--- config.mk ---
export PLATFORM = sky130hd
export DESIGN_NAME = sector_readback_verifier
export DESIGN_NICKNAME = d
export VERILOG_FILES = /design/src/rtl/rbv_pkg.sv /design/src/rtl/rbv_byte_cmp.sv /design/src/rtl/rbv_window_timer.sv /design/src/rtl/rbv_retry_ctrl.sv /design/src/rtl/sector_readback_verifier.sv
export SDC_FILE = /design/constraint.sdc
export NUM_CORES = 1
export LEC_CHECK = 0
export BUFFER_PORTS_ARGS = -buffer_cell sky130_fd_sc_hd__buf_2
export CORE_AREA = 2 2 103 105
export DETAILED_ROUTE_END_ITERATION = 8
export DIE_AREA = 0 0 105 107
export PLACE_DENSITY_LB_ADDON = 0.15
export SKIP_LAST_GASP = 1
export SYNTH_ARGS = -nofsm -noshare
export SYNTH_HDL_FRONTEND = slang
export SYNTH_SLANG_ARGS = --single-unit
--- constraint.sdc ---
create_clock -name clk -period 4.8 [get_ports clk]
set_input_delay 0.48 -clock clk [delete_from_list [all_inputs] [get_ports clk]]
set_output_delay 0.48 -clock clk [all_outputs]
set_load 0.01 [all_outputs]
--- src/rtl/rbv_pkg.sv ---
package rbv_pkg;
  typedef enum logic [2:0] {
    ST_IDLE  = 3'd0,
    ST_RUN   = 3'd1,
    ST_DRAIN = 3'd2,
    ST_EVAL  = 3'd3,
    ST_STOP  = 3'd4
  } rbv_state_t;
endpackage

--- src/rtl/rbv_byte_cmp.sv ---
module rbv_byte_cmp #(
  parameter int SECTOR_BYTES = 4096
) (
  input  logic                            clk,
  input  logic                            rst,
  input  logic                            clr,
  input  logic                            en,
  input  logic                            rb_valid,
  input  logic [7:0]                      rb_data,
  input  logic [7:0]                      ref_data,
  output logic [$clog2(SECTOR_BYTES)-1:0] ref_addr,
  output logic                            last_take,
  output logic                            mismatch
);
  localparam int AW = $clog2(SECTOR_BYTES);
  localparam logic [AW:0] FULL = (AW+1)'(SECTOR_BYTES);
  localparam logic [AW:0] LAST = (AW+1)'(SECTOR_BYTES - 1);

  logic [AW:0] taken;
  logic        pipe_v;
  logic [7:0]  pipe_d;
  logic        take;

  assign take      = en && rb_valid && (taken < FULL);
  assign last_take = take && (taken == LAST);
  assign ref_addr  = taken[AW-1:0];

  // One stage of delay lines the byte up with the registered reference read.
  always_ff @(posedge clk) begin
    if (rst || clr) begin
      taken    <= '0;
      pipe_v   <= 1'b0;
      pipe_d   <= '0;
      mismatch <= 1'b0;
    end else begin
      if (take) taken <= taken + 1'b1;
      pipe_v <= take;
      pipe_d <= rb_data;
      if (pipe_v && (pipe_d != ref_data)) mismatch <= 1'b1;
    end
  end
endmodule

--- src/rtl/rbv_window_timer.sv ---
module rbv_window_timer #(
  parameter int TIMER_W = 24
) (
  input  logic               clk,
  input  logic               rst,
  input  logic               en,
  input  logic [TIMER_W-1:0] limit,
  output logic               expired
);
  logic [TIMER_W-1:0] ticks;

  assign expired = en && (ticks == limit - 1'b1);

  always_ff @(posedge clk) begin
    if (rst || !en) ticks <= '0;
    else            ticks <= ticks + 1'b1;
  end
endmodule

--- src/rtl/rbv_retry_ctrl.sv ---
module rbv_retry_ctrl
  import rbv_pkg::*;
#(
  parameter int SECTOR_W  = 12,
  parameter int MAX_FAILS = 20
) (
  input  logic                               clk,
  input  logic                               rst,
  input  logic                               start,
  input  logic [SECTOR_W-1:0]                last_sector,
  input  logic                               last_take,
  input  logic                               expired,
  input  logic                               mismatch,
  output logic                               collect,
  output logic                               cmp_clr,
  output logic                               cmd_valid,
  output logic                               cmd_retry,
  output logic [SECTOR_W-1:0]                cmd_sector,
  output logic                               res_valid,
  output logic                               res_pass,
  output logic [SECTOR_W-1:0]                res_sector,
  output logic [$clog2(MAX_FAILS+1)-1:0]     res_fails,
  output logic                               done,
  output logic                               success,
  output logic                               fatal
);
  localparam int FW = $clog2(MAX_FAILS + 1);
  localparam logic [FW-1:0] LIMIT = FW'(MAX_FAILS);

  rbv_state_t          state;
  logic [SECTOR_W-1:0] sector;
  logic [FW-1:0]       fails;
  logic [FW-1:0]       fails_inc;
  logic                timed_out;
  logic                verdict;

  assign collect   = (state == ST_RUN);
  assign cmp_clr   = (state != ST_RUN) && (state != ST_DRAIN);
  assign fails_inc = fails + 1'b1;
  assign verdict   = !mismatch && !timed_out;

  always_ff @(posedge clk) begin
    if (rst) begin
      state      <= ST_IDLE;
      sector     <= '0;
      fails      <= '0;
      timed_out  <= 1'b0;
      cmd_valid  <= 1'b0;
      cmd_retry  <= 1'b0;
      cmd_sector <= '0;
      res_valid  <= 1'b0;
      res_pass   <= 1'b0;
      res_sector <= '0;
      res_fails  <= '0;
      done       <= 1'b0;
      success    <= 1'b0;
      fatal      <= 1'b0;
    end else begin
      cmd_valid <= 1'b0;
      res_valid <= 1'b0;
      case (state)
        ST_IDLE, ST_STOP: begin
          if (start) begin
            state     <= ST_RUN;
            sector    <= '0;
            fails     <= '0;
            timed_out <= 1'b0;
            done      <= 1'b0;
            success   <= 1'b0;
            fatal     <= 1'b0;
          end
        end
        ST_RUN: begin
          if (last_take) begin
            state <= ST_DRAIN;
          end else if (expired) begin
            timed_out <= 1'b1;
            state     <= ST_EVAL;
          end
        end
        ST_DRAIN: state <= ST_EVAL;
        ST_EVAL: begin
          res_valid  <= 1'b1;
          res_pass   <= verdict;
          res_sector <= sector;
          timed_out  <= 1'b0;
          if (verdict) begin
            fails     <= '0;
            res_fails <= '0;
            if (sector == last_sector) begin
              done    <= 1'b1;
              success <= 1'b1;
              state   <= ST_STOP;
            end else begin
              sector     <= sector + 1'b1;
              cmd_valid  <= 1'b1;
              cmd_retry  <= 1'b0;
              cmd_sector <= sector + 1'b1;
              state      <= ST_RUN;
            end
          end else begin
            fails     <= fails_inc;
            res_fails <= fails_inc;
            if (fails_inc == LIMIT) begin
              done  <= 1'b1;
              fatal <= 1'b1;
              state <= ST_STOP;
            end else begin
              cmd_valid  <= 1'b1;
              cmd_retry  <= 1'b1;
              cmd_sector <= sector;
              state      <= ST_RUN;
            end
          end
        end
        default: state <= ST_IDLE;
      endcase
    end
  end
endmodule

--- src/rtl/sector_readback_verifier.sv ---
module sector_readback_verifier #(
  parameter int SECTOR_BYTES = 4096,
  parameter int SECTOR_W     = 12,
  parameter int MAX_FAILS    = 20,
  parameter int TIMER_W      = 24
) (
  input  logic                            clk,
  input  logic                            rst,
  input  logic                            start,
  input  logic [SECTOR_W-1:0]             last_sector,
  input  logic [TIMER_W-1:0]              timeout_limit,
  input  logic                            rb_valid,
  input  logic [7:0]                      rb_data,
  output logic [$clog2(SECTOR_BYTES)-1:0] ref_addr,
  input  logic [7:0]                      ref_data,
  output logic                            cmd_valid,
  output logic                            cmd_retry,
  output logic [SECTOR_W-1:0]             cmd_sector,
  output logic                            res_valid,
  output logic                            res_pass,
  output logic [SECTOR_W-1:0]             res_sector,
  output logic [$clog2(MAX_FAILS+1)-1:0]  res_fails,
  output logic                            done,
  output logic                            success,
  output logic                            fatal
);
  logic collect, cmp_clr, last_take, mismatch, expired;

  rbv_byte_cmp #(.SECTOR_BYTES(SECTOR_BYTES)) u_cmp (
    .clk       (clk),
    .rst       (rst),
    .clr       (cmp_clr),
    .en        (collect),
    .rb_valid  (rb_valid),
    .rb_data   (rb_data),
    .ref_data  (ref_data),
    .ref_addr  (ref_addr),
    .last_take (last_take),
    .mismatch  (mismatch)
  );

  rbv_window_timer #(.TIMER_W(TIMER_W)) u_timer (
    .clk     (clk),
    .rst     (rst),
    .en      (collect),
    .limit   (timeout_limit),
    .expired (expired)
  );

  rbv_retry_ctrl #(.SECTOR_W(SECTOR_W), .MAX_FAILS(MAX_FAILS)) u_ctrl (
    .clk         (clk),
    .rst         (rst),
    .start       (start),
    .last_sector (last_sector),
    .last_take   (last_take),
    .expired     (expired),
    .mismatch    (mismatch),
    .collect     (collect),
    .cmp_clr     (cmp_clr),
    .cmd_valid   (cmd_valid),
    .cmd_retry   (cmd_retry),
    .cmd_sector  (cmd_sector),
    .res_valid   (res_valid),
    .res_pass    (res_pass),
    .res_sector  (res_sector),
    .res_fails   (res_fails),
    .done        (done),
    .success     (success),
    .fatal       (fatal)
  );
endmodule

==> flow_metrics.py <==
metrics = {
    "outcome": {
        "status": "finished clean",
    },
    "floorplanning": {
        "die_h_um": 107,
        "core_um2": 10090,
        "ios": 104,
        "start_util_pct": 53.63,
        "die_x_um": 105,
        "fp-row-count": 37,
        "die-area_um2": 11240,
    },
    "worst_hold_path": {
        "hold_class": "in2reg",
    },
    "logic_synthesis": {
        "syn_inst": 671,
        "ys.flop_type": "dfxtp_1",
        "async_reset_ff_share_pct": 0,
        "yosysSeqAreaShare_pct": 38.47,
        "synth_area_per_cell_um2": 8.067,
        "synth_nets": 732,
        "ys_warn_count": 0,
        "synth_edf_count": 0,
        "post_synth_num_cell_types": 56,
        "synth-seq-cells": 104,
        "netlist_area_um2": 5413,
    },
    "critical_path": {
        "worst-path-max-fanout": 25,
        "critPathCaptureType": "flip-flop",
        "crit_top_cell": "nand2_1",
        "crit_required_ps": 5080,
        "slowest_delay_ps": 700,
        "crit_type": "reg2reg",
        "crit_chain": "nor2b_1, nand2_1, buf_4, nor2_1, nand2_1, nand2_1, o21ai_0, a31oi_1",
        "critPathArrivalTime_ps": 3260,
        "start_kind": "flip-flop",
        "crit_buf_inv": 1,
        "cp_slowest_cell": "nand2_1",
        "crit_family": "simple AND/OR/NAND/NOR gates",
    },
    "grt": {
        "met1_usage_pct": 30.45,
        "grt_max_degree": 60,
        "grt_busiest_layer": "met2",
        "use_met2_pct": 36.13,
        "track_usage_pct": 22.63,
        "antenna_found_initial": 1,
        "grt_pass1_wl_mm": 20.84,
        "overflow": 0,
        "grt_pass1_vias": 4432,
        "grtUsageMet3_pct": 5.106,
    },
    "place": {
        "hpwl_mm": 9.153,
        "place_congestion": 0.8473,
        "placed_cells": 865,
        "place_ws_ps": 1687,
        "io_buffers": 103,
    },
    "clock_tree": {
        "clock_sinks": 104,
        "numCtsBuffers": 9,
        "cts_setup_buffers": 0,
        "h-tree-depth": 3,
        "cts_max_path_buffers": 2,
        "cts_root_buffer": "clkbuf_8",
        "cts-hold-fix-buffers": 0,
        "cts_tree": "built",
        "clk_pin_slew_ps": 90,
        "cts_resized": 0,
        "clock_latency_ps": 370,
    },
    "layout": {
        "layout.nets": 801,
        "finalNonFillerCells": 881,
        "drive_above_1_share_pct": 17.47,
        "final_cell_mix": "104 x dfxtp_1, 103 x buf_2, 91 x nor2_1",
        "n_fill_cell": 967,
        "syn2layout_area_growth_pct": 12.51,
        "final_common_cell": "dfxtp_1",
    },
    "timing": {
        "worst_slack_ps": 1822,
        "hold_violations": 0,
        "finalSetupTns_ps": 0,
        "period_share_pct": 62.04,
        "skew_ps": 10.54,
        "rsz0062_at_grt": "false",
        "slew_violations": 0,
        "setup_violations": 0,
        "fmax_mhz": 335.8,
        "fin_crit_ps": 2978,
        "maxSlewHeadroom_pct": 26.21,
        "tightest_slew_ps": 1107,
    },
    "run": {
        "maxCapViolations": 0,
    },
    "route": {
        "drt-vias-per-instance": 5.462,
        "drt-pass1-iter-count": 4,
        "routed_wl_mm": 12.42,
        "first_iter_violations": 223,
        "ant_nets": 0,
        "num_vias": 4812,
        "wire_per_inst_um": 14.10,
        "drc": 0,
    },
    "power": {
        "vdd_ir_drop_max_v": 0.0001686,
        "p_per_area_nw_per_um2": 257.3,
        "p_leak_nw": 2.364,
    },
}
==> flip-flops by register name (all words and copies together) (netlist names), 5 cells and up <==
name and cells:
u_timer.ticks 24, u_cmp.taken 13, u_cmp.pipe_d 8, u_ctrl.fails 5, u_ctrl.cmd_sector 12, u_ctrl.res_fails 5, u_ctrl.sector 12, u_ctrl.res_sector 12
==> cell usage after synthesis (3+ instances only) <==
| cell | number | area share (%) |
|---|---|---|
| a211oi_1 | 12 | 1.7 |
| a21oi_1 | 50 | 4.6 |
| a31oi_1 | 4 | 0.46 |
| and2_1 | 11 | 1.3 |
| and3_1 | 13 | 1.5 |
| and4_1 | 7 | 1.1 |
| buf_4 | 12 | 1.7 |
| clkbuf_1 | 31 | 2.1 |
| dfxtp_1 | 104 | 38 |
| ha_1 | 5 | 1.2 |
| inv_1 | 7 | 0.49 |
| nand2_1 | 74 | 5.1 |
| nand3_1 | 28 | 2.6 |
| nand3b_1 | 4 | 0.55 |
| nand4_1 | 14 | 1.6 |
| nand4b_1 | 5 | 0.81 |
| nor2_1 | 91 | 6.3 |
| nor3_1 | 17 | 1.6 |
| nor4_1 | 10 | 1.2 |
| o21ai_0 | 23 | 2.1 |
| o31ai_1 | 3 | 0.42 |
| or2_2 | 3 | 0.35 |
| or3_1 | 10 | 1.2 |
| or4_1 | 3 | 0.42 |
| xnor2_1 | 32 | 5.2 |
| xor2_1 | 63 | 10 |
==> metal layers <==
layer / wire length, um / up-vias
met2: 5736 / 101
li1: - / 2444
met5: 0 / -
met4: 201 / 0
met3: 570 / 15
met1: 5912 / 2252
==> path summary, 6_finish.rpt <==
path	start	slack, ps	endpoint	cells after the start
worst max-delay path	u_ctrl.state[0]	1820	u_ctrl.state[0]	8
worst min-delay path	rb_data[3]	310	u_cmp.pipe_d[3]	2
worst max register to register	u_ctrl.state[0]	1820	u_ctrl.state[0]	8
worst min register to register	u_ctrl.res_fails[3]	460	u_ctrl.res_fails[3]	2
==> logic make-up after synthesis <==
logic type | synth area share, %
simple gates | 28.48
compound gates | 11.49
flops | 38.47
xor+xnor | 15.37
buf+inv | 4.646
fa+ha+maj | 1.156
mux | 0.3930
==> final cells by class <==
type / count / area, um^2 / area share, %
antenna: 1 / 2.502 / 0.04109
clock buffer: 13 / 168.9 / 2.774
clock inverter: 2 / 37.54 / 0.6164
inverter: 7 / 26.28 / 0.4315
multi-input combinational: 514 / 3079 / 50.56
sequential: 104 / 2082 / 34.19
tap: 136 / 170.2 / 2.794
timing repair buffer: 104 / 523.0 / 8.588
==> report_power, final <==
group	switching (mW)	total, mW	internal, mW
logic	0.0761	0.126	0.0496
clock network	0.285	0.567	0.282
registers	0.00549	0.874	0.869
total	0.367	1.57	1.20
==> through the flow <==
step                      hold WS [ps]  instance area (um^2)  power (mW)  utilization (%)
after floorplan                  431.5                  5413      0.9681                -
after global placement           440.3                  5881       1.017            58.27
after detailed placement         444.8                  5881       1.020            58.27
after CTS                        292.1                  6087       1.582            60.31
after global routing             299.6                  6090       1.627            60.34
final                            310.7                  6090       1.567            60.34
No activity file was read; power rests on OpenSTA's default activity.
